`config.mk`:
```
export PLATFORM = sky130hd
export DESIGN_NAME = lp_scan_chain
export DESIGN_NICKNAME = d
export VERILOG_FILES = /design/src/rtl/lp_scan_pkg.sv /design/src/rtl/lp_func_gate.sv /design/src/rtl/lp_scan_cell.sv /design/src/rtl/lp_scan_chain.sv
export SDC_FILE = /design/constraint.sdc
export NUM_CORES = 1
export LEC_CHECK = 0
export ABC_AREA = 0
export BUFFER_PORTS_ARGS = -buffer_cell sky130_fd_sc_hd__buf_2
export CORE_AREA = 3 3 40 42
export DETAILED_ROUTE_END_ITERATION = 7
export DIE_AREA = 0 0 43 45
export PLACE_DENSITY = 0.59
export SYNTH_ARGS = -nofsm -noshare
export SYNTH_HDL_FRONTEND = slang
export SYNTH_SLANG_ARGS = --single-unit
```
`constraint.sdc`:
```
create_clock -name clk -period 1.8 [get_ports clk]
set_input_delay 0.36 -clock clk [delete_from_list [all_inputs] [get_ports clk]]
set_output_delay 0.36 -clock clk [all_outputs]
set_load 0.01 [all_outputs]
```
`src/rtl/lp_scan_pkg.sv`:
```
// Package lp_scan_pkg
// Purpose : shared mode type for the output-gated scan chain.
// Assumes : scan enable is a single active-high control bit.
package lp_scan_pkg;

    typedef enum logic {
        MODE_CAPTURE = 1'b0,
        MODE_SHIFT   = 1'b1
    } scan_mode_e;

    // Map the raw scan-enable pin onto the mode type.
    function automatic scan_mode_e mode_of(input logic se);
        return se ? MODE_SHIFT : MODE_CAPTURE;
    endfunction

endpackage

```
`src/rtl/lp_func_gate.sv`:
```
// Module lp_func_gate
// Purpose : forces a functional output to 0 while the chain is in shift mode,
//           so shifted test data does not reach downstream logic.
// Assumes : purely combinational; the value it passes is a flop output.
module lp_func_gate (
    input  logic scan_en,
    input  logic stored,
    output logic gated
);

    // Pass the stored bit only in capture mode.
    always_comb begin
        gated = stored & ~scan_en;
    end

endmodule

```
`src/rtl/lp_scan_cell.sv`:
```
// Module lp_scan_cell
// Purpose : one scan flop. It has a capture/shift selector, a gated functional
//           output and an ungated scan output for the next cell.
// Assumes : synchronous active-low reset; scan_en is shared by the whole chain.
module lp_scan_cell
    import lp_scan_pkg::*;
(
    input  logic clk,
    input  logic rst_n,
    input  logic scan_en,
    input  logic d,
    input  logic si,
    output logic q,
    output logic so
);

    logic       stored_r;
    logic       next_bit;
    scan_mode_e mode;

    // Decode the mode and select the flop's next value.
    always_comb begin
        mode = mode_of(scan_en);
        unique case (mode)
            MODE_SHIFT:   next_bit = si;
            MODE_CAPTURE: next_bit = d;
            default:      next_bit = d;
        endcase
    end

    // Storage flop with synchronous clear.
    always_ff @(posedge clk) begin
        if (!rst_n) stored_r <= 1'b0;
        else        stored_r <= next_bit;
    end

    assign so = stored_r;

    lp_func_gate u_gate (
        .scan_en (scan_en),
        .stored  (stored_r),
        .gated   (q)
    );

    AST_CELL_CAPTURE: assert property (@(posedge clk) disable iff (!rst_n)
        !scan_en |=> so == $past(d));
    AST_CELL_SHIFT: assert property (@(posedge clk) disable iff (!rst_n)
        scan_en |=> so == $past(si));
    AST_CELL_RESET: assert property (@(posedge clk)
        !rst_n |=> so == 1'b0);

endmodule

```
`src/rtl/lp_scan_chain.sv`:
```
// Module lp_scan_chain (top)
// Purpose : N output-gated scan cells. scan_in enters cell N-1, each cell k
//           feeds cell k-1, and cell 0 drives scan_out.
// Assumes : N >= 2; all cells share clk, rst_n and scan_en.
module lp_scan_chain #(
    parameter int N = 8
) (
    input  logic         clk,
    input  logic         rst_n,
    input  logic         scan_en,
    input  logic         scan_in,
    input  logic [N-1:0] func_d,
    output logic [N-1:0] func_q,
    output logic         scan_out
);

    localparam int LAST = N - 1;

    logic [N-1:0] link_so;
    logic [N-1:0] link_si;

    // Route each cell's serial input from its upper neighbour or the pin.
    always_comb begin
        link_si[LAST] = scan_in;
        for (int k = 0; k < LAST; k++) begin
            link_si[k] = link_so[k+1];
        end
    end

    for (genvar g = 0; g < N; g++) begin : g_cell
        lp_scan_cell u_cell (
            .clk     (clk),
            .rst_n   (rst_n),
            .scan_en (scan_en),
            .d       (func_d[g]),
            .si      (link_si[g]),
            .q       (func_q[g]),
            .so      (link_so[g])
        );
    end

    assign scan_out = link_so[0];

    AST_GATED_LOW: assert property (@(posedge clk) disable iff (!rst_n)
        scan_en |-> func_q == '0);
    AST_FUNC_MATCHES_CHAIN: assert property (@(posedge clk) disable iff (!rst_n)
        !scan_en |-> func_q == link_so);
    AST_SERIAL_TAIL: assert property (@(posedge clk) disable iff (!rst_n)
        $past(scan_en) && $past(rst_n) |-> scan_out == $past(link_so[1]));

endmodule

```
# Word-level counts from Yosys, hierarchy flattened
# Cells that the tools add are included.
classes:
  n_mux: 9
  n_bitwise: 10
op_table:
  columns: ["op", "count"]
  rows:
  - ["$pmux 1 s2", 8]
  - ["$and 1x1->1", 8]
  - ["$not 1->1", 2]
  - ["$mux 1", 1]
totals:
  word_cells: 27
  register_bits: 8

# Longest topological paths before layout
# Gate-level depths: netlist of run 1.
depth:
  word_depth: 3
  depth_mapped: 4

# Hierarchy
# A second synthesis of run 1 with hierarchy kept.
hier_totals:
  cells_unflattened: 32
  area_unflattened_um2: 400.4
by_module_without_submodules:
  columns: ["module", "instances", "seq_area_each_um2", "area_each_um2", "cells_per_inst"]
  rows:
  - ["lp_scan_cell", 8, 20.0, 36.3, 3]
  - ["lp_func_gate", 8, 0.0, 13.8, 1]

# Worst setup path before layout of run 1
# Ideal clock, no wire load.
synth_path:
  kind: "input port to output port"
  start: "input scan_en"
  end: "output func_q[0]"
  n_path_buf: 3
  arrival_ns: 0.921
  required_ns: 1.440
  path_stages: 4
  setup_slack_ns: 0.519
  cell_sequence: "buf_6 > buf_12 > and2b_2 > buf_4"
synth_between:
  elab_chain_cells: 2
synth_lines:
  columns: ["item", "line", "text"]
  rows:
  - ["start: declaration", "lp_scan_chain.sv:10", "input logic scan_en,"]
  - ["$not 1->1", "lp_func_gate.sv:13", "gated = stored & ~scan_en;"]
  - ["$and 1x1->1", "lp_func_gate.sv:13", null]
  - ["end: declaration", "lp_scan_chain.sv:13", "output logic [N-1:0] func_q,"]
# Every way passes these cells.

# Worst setup path after layout of run 1
layout_path:
  start: "input scan_en"
  end: "output func_q[1]"
# Same word-level chain as after synthesis.

==> out/qor.txt, run 1 <==
=================================================================================
Number of synthesized register bits                                             8
Cell at the root of the clock tree                                   sky130_fd_sc_hd__clkbuf_4
Standby leakage power                                                   0.2778 nW
Slowest cell delay on critical path                                        280 ps
Headroom to the max-slew limit                                             78.97%
Die Ht                                                                      45 um
Die area                                                             0.001935 mm^2
Grt ovf                                                                         0
Worst reg-to-reg setup slack                                              1180 ps
Outcome                                                                 completed
Detail-routed net length per standard cell                               8.871 um
FILL cells                                                                    133
IO Count                                                                       21
Router iterations before antenna repair                                         1
Routability congestion estimate                                            0.6494
Most used cell, CP                                                   sky130_fd_sc_hd__buf_2
CTS Buf Count                                                                   3
Clock-pin transition on the worst setup and hold timing paths               50 ps
Kind of cell with the highest combined delay on the critical path    buffers and inverters
Number of sinks handled by clock tree synthesis                                 8
Die width                                                                   43 um
Fraction of registers with async set or reset after synthesis                  0%
Maximum number of pins on one net before global-route repair                   17
Portion of the post-synthesis area used by sequential elements             35.46%
Count of buffers added by post-CTS timing repair for setup                      0
Number of flip-flops in the largest register                                    8
Worst endpoint required time                                              1440 ps
Post-Route Setup TNS                                                         0 ps
Wire length of the first global-routing pass                               924 um
R2R Path Start                                                       g_cell[3].u_cell.so
Initial Util                                                               35.15%
Worst Setup End Kind                                                  output port
Time the worst path needs with I/O delays and setup                       1395 ps
Crit path max-delay cell type                                        sky130_fd_sc_hd__buf_2
Synth Flop Type                                                      sky130_fd_sc_hd__dfxtp_1
Startpoint type of the worst setup path                                 input pin
DRC violation count after routing                                               0
Number of H-tree levels                                                         1
Antenna diode count                                                             0
Total instance count after detailed placement                                  67
Type of the most critical hold path                                        in2reg
Launching instance or port of the critical path                           scan_en
Number of hold violations in the final report                                   0
PnR Total Power                                                         0.3816 mW
Proportion of layout cells with a drive suffix above 1                     56.36%
Synth warn                                                                      0
Number of max-cap violations                                                    0
Via count of the first global-routing pass                                    232
Max IR drop VDD                                                         0.3974 mV
P&R area growth vs syn                                                     11.08%
Fmax achieved                                                           716.8 MHz
Max Slew Vio Count                                                              0
Crit path DAT                                                             1040 ps
Area fraction of the dominant cell type after synthesis                    35.46%
Synth top area cells                                                 sky130_fd_sc_hd__dfxtp_1 (35%), sky130_fd_sc_hd__mux2i_1 (18%), sky130_fd_sc_hd__and2b_2 (16%), sky130_fd_sc_hd__buf_4 (13%), sky130_fd_sc_hd__nor2b_1 (11%)
Final Net Count                                                                69
Actual slew at the worst max-slew pin                                    315.5 ps
Per-instance average area after synthesis                              10.75 um^2
CORE AREA                                                            0.001285 mm^2
Ranking of synthesized cells by instance count                       sky130_fd_sc_hd__and2b_2 (8), sky130_fd_sc_hd__buf_4 (8), sky130_fd_sc_hd__dfxtp_1 (8), sky130_fd_sc_hd__mux2i_1 (8), sky130_fd_sc_hd__nor2b_1 (8)
Number of buffer and inverter instances along the worst setup path              2
Post-DRT Antenna Nets                                                           0
Final period utilization                                                   77.51%
Cell Area, Synth                                                       451.7 um^2
Cell chain of the critical path                                      buf_2 > and2b_2 > buf_2
Worst clock skew                                                         2.463 ps
Setup-violating endpoint count in the final report                              0
Setup repair after global routing missed its margin                         false
Standard-cell rows                                                             13
Hold_sp                                                                 func_d[5]
Number of synthesized flops with an enable pin                                  0
Vias per cell                                                               4.086
Total global routing track utilization                                     6.940%
IO buf count                                                                   20
Via total after detailed routing                                              286
Number of unique standard cell types used by synthesis                          7
Hold bufs inserted after CTS                                                    0
Critical setup path kind                                                   in2out
Clock tree from TritonCTS                                                    done
Sum of routed wire length over all layers                                  621 um
Yosys top cell by area                                               sky130_fd_sc_hd__dfxtp_1
Power density over cell area                                         760.6 mW/mm^2
Initial drt markers                                                             0
Area occupied by multi-input gates                                     200.2 um^2
Area occupied by registers                                             160.2 um^2
Number of cells upsized or downsized after cts                                  0
HPWL after detailed placement                                            483.8 um
Biggest fanout along the worst timing path                                     16
Number of cells produced by synthesis                                          42
Longest Clk Path Bufs                                                           2
Clk_lat worst skew                                                         250 ps
Antenna violations before repair                                                0
Non-filler cells, final                                                        70
Synthesized netlist net count                                                  54
=================================================================================
[metrics by stage]
stage | hold WS, ps | setup slack (ps) | area (um^2) | util [%]
final | 363.4 | 404.9 | 501.7 | 39.05
after global routing | 370.4 | 365.7 | 501.7 | 39.05
after CTS | 356.1 | 395.5 | 501.7 | 39.05
after detailed placement | 495.9 | 398.3 | 479.2 | 37.29
after global placement | 491.2 | 402.1 | 479.2 | 37.29
after floorplan | 478.9 | 519.1 | 451.7 | -
[where the power goes]
group          switching, mW  internal (mW)
clock network         0.0558         0.0759
logic                 0.0239         0.0334
registers            0.00415          0.188
total                 0.0838          0.298
[cell usage in the layout (no fill, tap or decap)]
cell type                  Yosys  routed
sky130_fd_sc_hd__and2b_2       8       8
sky130_fd_sc_hd__dfxtp_1       8       8
sky130_fd_sc_hd__nor2b_1       8       8
sky130_fd_sc_hd__clkbuf_4      0       3
sky130_fd_sc_hd__mux2i_1       8       8
sky130_fd_sc_hd__buf_2         0      20
[routing by layer]
metal	track usage, %	vias to the layer above	share of wire, %
met2	9.581	16	45
met4	3.614	0	0.81
li1	-	152	-
met1	7.317	116	39
met3	5.976	2	15
met5	0	-	0
[tightest hold or removal path, stage by stage]
cell and delay (ps):
sky130_fd_sc_hd__buf_2 70, sky130_fd_sc_hd__mux2i_1 50, sky130_fd_sc_hd__nor2b_1 90
[final cells by class]
| class | count | share of cell area, % |
|---|---|---|
| timing repair buffer | 20 | 19.95 |
| multi-input combinational | 24 | 39.90 |
| clock buffer | 3 | 4.489 |
| tap | 15 | 3.741 |
| sequential | 8 | 31.92 |
[final timing paths]
| check | to | cells after the start |
|---|---|---|
| setup / recovery | func_q[1] | 3 |
| hold / removal | g_cell[5].u_cell.so | 3 |
| setup reg to reg | g_cell[2].u_cell.so | 2 |
| hold reg to reg | g_cell[1].u_cell.so | 2 |
[cells by family (layout without fill, tap and decap cells)]
logic type             Yosys count  in the layout  share of synthesized area (%)
AND/OR/NAND/NOR                 16             16                          26.59
buffers and inverters           10             23                          20.22
flip-flops                       8              8                          35.46
multiplexers                     8              8                          17.73
No activity file was read; power rests on OpenSTA's default activity.
==> run 2, diff against run 1 <==
--- a/config.mk
+++ b/config.mk
@@ -10,7 +10,7 @@
 export CORE_AREA = 3 3 40 42
 export DETAILED_ROUTE_END_ITERATION = 7
 export DIE_AREA = 0 0 43 45
-export PLACE_DENSITY = 0.59
+export PLACE_DENSITY = 0.62
 export SYNTH_ARGS = -nofsm -noshare
 export SYNTH_HDL_FRONTEND = slang
 export SYNTH_SLANG_ARGS = --single-unit
==> constraint.sdc (replaced) <==
create_clock -name clk -period 1.2 [get_ports clk]
set_input_delay 0.24 -clock clk [delete_from_list [all_inputs] [get_ports clk]]
set_output_delay 0.24 -clock clk [all_outputs]
set_load 0.01 [all_outputs]
==> out/qor.txt, run 2 (synthesis gave the netlist of run 1 again) <==
============================================================================
Grt ovf                                                                    0
Count of buffers added by post-CTS timing repair for setup                 0
Total global routing track utilization                                7.692%
Worst hold endpoint                                             g_cell[1].u_cell.so
Number of max-cap violations                                               0
Antenna diode count                                                        0
DRC violation count after routing                                          0
Biggest fanout along the worst timing path                                 2
Actual slew at the worst max-slew pin                               250.7 ps
Post-Route Setup TNS                                                    0 ps
FILL cells                                                               144
Standby leakage power                                              0.2827 nW
Longest Clk Path Bufs                                                      2
Standard-cell rows                                                        13
Headroom to the max-slew limit                                        83.29%
Area occupied by registers                                        160.2 um^2
Number of sinks handled by clock tree synthesis                            8
Time the worst path needs with I/O delays and setup                  1110 ps
Area occupied by multi-input gates                                200.2 um^2
Fmax achieved                                                      901.1 MHz
Wire length of the first global-routing pass                         1014 um
Number of hold violations in the final report                              0
Clock-pin transition on the worst setup and hold timing paths          60 ps
Vias per cell                                                          4.028
Hold_sp                                                            func_d[1]
Max IR drop VDD                                                    0.4955 mV
Die area                                                        0.001935 mm^2
Via count of the first global-routing pass                               244
Sum of routed wire length over all layers                             666 um
IO Count                                                                  21
Clock tree from TritonCTS                                               done
P&R area growth vs syn                                                12.74%
Clk_lat worst skew                                                    250 ps
Initial drt markers                                                        1
Worst Setup End Kind                                             output port
Maximum number of pins on one net before global-route repair              15
Routability congestion estimate                                       0.6658
Worst clock skew                                                    1.375 ps
Worst reg-to-reg setup slack                                          600 ps
Final standard cell utilization of the core                           39.63%
Setup-violating endpoint count in the final report                         0
Critical setup path kind                                             reg2out
Power density over cell area                                    1143 mW/mm^2
Initial Util                                                          35.15%
Outcome                                                            completed
Count of cells along the worst register-to-register path                   2
R2R Path Start                                                  g_cell[7].u_cell.so
Die width                                                              43 um
Worst endpoint required time                                          960 ps
Number of cells traversed by the worst hold path                           3
Hold bufs inserted after CTS                                               0
Commonest non-fill, non-tap cell in the layout                  sky130_fd_sc_hd__buf_2
Crit path DAT                                                         870 ps
End of the worst register-to-register path                      g_cell[6].u_cell.so
Proportion of layout cells with a drive suffix above 1                57.14%
Cell at the root of the clock tree                              sky130_fd_sc_hd__clkbuf_4
CTS Buf Count                                                              3
Setup repair after global routing missed its margin                    false
Most frequent cells in the layout                               sky130_fd_sc_hd__buf_2 (20), sky130_fd_sc_hd__mux2i_1 (8), sky130_fd_sc_hd__nor2b_1 (8), sky130_fd_sc_hd__and2b_2 (8), sky130_fd_sc_hd__dfxtp_1 (8)
Number of H-tree levels                                                    1
Post-DRT Antenna Nets                                                      0
CORE AREA                                                       0.001285 mm^2
Via total after detailed routing                                         286
Final period utilization                                              92.48%
IO buf count                                                              20
Antenna violations before repair                                           0
Type of the most critical hold path                                   in2reg
Router iterations before antenna repair                                    2
Number of flip-flops in the largest register                               8
Die Ht                                                                 45 um
Final Net Count                                                           70
Detail-routed net length per standard cell                          9.380 um
Max Slew Vio Count                                                         0
Startpoint type of the worst setup path                            flip-flop
Number of cells upsized or downsized after cts                             0
============================================================================
run 2: cell types whose count changed in the layout (fill, tap and decap cells not counted), sizes merged:
cell and change:
buf +1
run 2: final cells by class:
cell class              count  share of cell area (%)
well taps                  15                   3.686
repair buffers             21                   21.13
flip-flops and latches      8                   31.45
multi-input cells          24                   39.31
clock buffers               3                   4.423
run 2: layer usage:
metal | track usage [%] | up-vias | share of wire, %
li1 | - | 154 | -
met1 | 10.24 | 117 | 43
met2 | 8.683 | 13 | 43
met3 | 2.390 | 2 | 12
met4 | 9.036 | 0 | 1.2
met5 | 0 | - | 0
run 2: stage by stage:
step	total power, mW	cell area [um^2]	cells	worst slack (ps)	hold slack [ps]
2_1_floorplan	0.3705	451.7	42	159.1	368.2
3_3_place_gp	0.3837	486.7	68	93.20	492.1
3_5_place_dp	0.3844	486.7	68	87.09	501.0
4_1_cts	0.5922	509.2	71	73.68	237.0
5_1_grt	0.6172	509.2	71	38.95	260.9
6_report	0.5820	509.2	71	90.29	241.5
run 2: worst max-delay path: stages, from the launching register on:
cell and delay [ps]:
sky130_fd_sc_hd__dfxtp_1 310, sky130_fd_sc_hd__and2b_2 180, sky130_fd_sc_hd__buf_2 130
run 2: power breakdown:
part	switching (mW)	total [mW]	internal, mW
clock network	0.0906	0.205	0.114
logic	0.0362	0.0882	0.0521
registers	0.00649	0.289	0.282
total	0.133	0.582	0.449
run 2: worst max path at each step:
stage,endpoint,startpoint,slack [ps],depth (start not counted)
floorplan,func_q[0],scan_en,160,4
global placement,func_q[3],scan_en,90,3
detailed placement,func_q[4],scan_en,90,3
CTS,func_q[4],g_cell[4].u_cell.so,70,2
global route,func_q[4],g_cell[4].u_cell.so,40,2
finish,func_q[4],g_cell[4].u_cell.so,90,2
==> run 3, diff against run 2 <==
--- a/config.mk
+++ b/config.mk
@@ -11,6 +11,7 @@
 export DETAILED_ROUTE_END_ITERATION = 7
 export DIE_AREA = 0 0 43 45
 export PLACE_DENSITY = 0.62
+export SETUP_SLACK_MARGIN = 0.15
 export SYNTH_ARGS = -nofsm -noshare
 export SYNTH_HDL_FRONTEND = slang
 export SYNTH_SLANG_ARGS = --single-unit
==> out/qor.txt, run 3 (synthesis gave the netlist of run 1 again) <==
=================================================================================
Number of hold violations in the final report                                   0
Type of the most critical hold path                                        in2reg
Total instance count after detailed placement                                  68
Routability congestion estimate                                            0.6658
Die width                                                                   43 um
CORE AREA                                                            0.001285 mm^2
PnR Total Power                                                         0.6023 mW
Router iterations before antenna repair                                         1
Final standard cell utilization of the core                                44.60%
Proportion of layout cells with a drive suffix above 1                     63.16%
CTS Buf Count                                                                   3
Outcome                                                                 completed
Detail-routed net length per standard cell                               9.667 um
Slowest cell delay on critical path                                        310 ps
Clock tree from TritonCTS                                                    done
Actual slew at the worst max-slew pin                                    137.3 ps
Max IR drop VDD                                                         0.4916 mV
Longest Clk Path Bufs                                                           2
Cell at the root of the clock tree                                   sky130_fd_sc_hd__clkbuf_4
Time the worst path needs with I/O delays and setup                       1104 ps
Area occupied by registers                                             163.9 um^2
Maximum number of pins on one net before global-route repair                   15
Number of H-tree levels                                                         1
Clock-pin transition on the worst setup and hold timing paths               60 ps
Grt ovf                                                                         0
Initial Util                                                               35.15%
Number of sinks handled by clock tree synthesis                                 8
Sum of routed wire length over all layers                                  696 um
Setup-violating endpoint count in the final report                              0
Fmax achieved                                                           905.6 MHz
Power density over cell area                                         1051 mW/mm^2
P&R area growth vs syn                                                     26.87%
Number of max-cap violations                                                    0
Via total after detailed routing                                              293
Worst reg-to-reg setup slack                                               490 ps
Most frequent cells in the layout                                    sky130_fd_sc_hd__buf_2 (11), sky130_fd_sc_hd__mux2i_1 (8), sky130_fd_sc_hd__nor2b_1 (8), sky130_fd_sc_hd__and2b_2 (8), sky130_fd_sc_hd__buf_6 (8)
Worst clock skew                                                        0.9479 ps
Non-filler cells, final                                                        72
Standard-cell rows                                                             13
Crit path max-delay cell type                                        sky130_fd_sc_hd__dfxtp_2
Kind of cell with the highest combined delay on the critical path      flip-flops
Final period utilization                                                   92.02%
IO Count                                                                       21
Total global routing track utilization                                     8.438%
Worst endpoint required time                                               960 ps
Die Ht                                                                      45 um
Worst Setup End Kind                                                  output port
Number of buffer and inverter instances along the worst setup path              1
Post-Route Setup TNS                                                         0 ps
Initial drt markers                                                             0
Post-DRT Antenna Nets                                                           0
Area occupied by multi-input gates                                     200.2 um^2
Die area                                                             0.001935 mm^2
DRC violation count after routing                                               0
Biggest fanout along the worst timing path                                      2
Final Net Count                                                                71
Via count of the first global-routing pass                                    272
Crit path DAT                                                              860 ps
Critical setup path kind                                                  reg2out
Antenna diode count                                                             0
Commonest non-fill, non-tap cell in the layout                       sky130_fd_sc_hd__buf_2
Headroom to the max-slew limit                                             90.58%
Vias per cell                                                               4.069
Standby leakage power                                                   0.2964 nW
Wire length of the first global-routing pass                              1124 um
Number of flip-flops in the largest register                                    8
Clk_lat worst skew                                                         250 ps
Antenna violations before repair                                                0
Cell chain of the critical path                                      and2b_2 > buf_6
Max Slew Vio Count                                                              0
FILL cells                                                                    136
Setup repair after global routing missed its margin                          true
Startpoint type of the worst setup path                                 flip-flop
IO buf count                                                                   20
=================================================================================
[run 3: cell count changes in the layout (fill, tap and decap cells not counted)]
cell	previous run	this run
sky130_fd_sc_hd__buf_2	20	11
sky130_fd_sc_hd__dfxtp_1	8	5
sky130_fd_sc_hd__buf_4	1	3
sky130_fd_sc_hd__dfxtp_2	0	3
sky130_fd_sc_hd__buf_6	0	8
[run 3: layout make-up]
| type | count | share of cell area (%) |
|---|---|---|
| clock buffer | 3 | 3.930 |
| multi-input combinational | 24 | 34.93 |
| sequential | 8 | 28.60 |
| tap | 15 | 3.275 |
| timing repair buffer | 22 | 29.26 |
[run 3: where the power goes]
group	switching (mW)	internal [mW]	leakage (nW)
Clock	0.0913	0.114	0.0138
Sequential	0.00640	0.283	0.0671
Combinational	0.0395	0.0672	0.215
Total	0.137	0.465	0.296
[run 3: metal layers]
layer / wire (um) / track usage, %
met4: 8 / 9.036
met3: 78 / 2.390
met5: 0 / 0
met2: 323 / 10.78
met1: 285 / 10.71
[run 3: tightest hold or removal path: cells and delay by family]
| kind | cells | cell delay [ps] |
|---|---|---|
| and+or+nand+nor | 1 | 90 |
| buffers and inverters | 1 | 70 |
| muxes | 1 | 50 |
[run 3: path summary, 6_finish.rpt]
| kind | cells after the start | end | from |
|---|---|---|---|
| setup / recovery | 2 | func_q[4] | g_cell[4].u_cell.so |
| hold / removal | 3 | g_cell[1].u_cell.so | func_d[1] |
| setup reg to reg | 3 | g_cell[3].u_cell.so | g_cell[4].u_cell.so |
| hold reg to reg | 2 | g_cell[6].u_cell.so | g_cell[7].u_cell.so |
[run 3: timing repair]
action / CTS / global route
buffers inserted: 1 / 0
hold buffers: 0 / 0
setup endpoints to repair: 8 / 8
gates resized for setup: 10 / 2
[run 3: metrics by stage]
| step | hold slack (ps) | instance area (um^2) | setup WS [ps] |
|---|---|---|---|
| final | 241.4 | 573.1 | 95.73 |
| after global routing | 260.9 | 573.1 | 49.64 |
| after CTS | 237.0 | 570.5 | 84.33 |
| after detailed placement | 501.0 | 486.7 | 87.09 |
| after global placement | 492.1 | 486.7 | 93.20 |
| after floorplan | 368.2 | 451.7 | 159.1 |
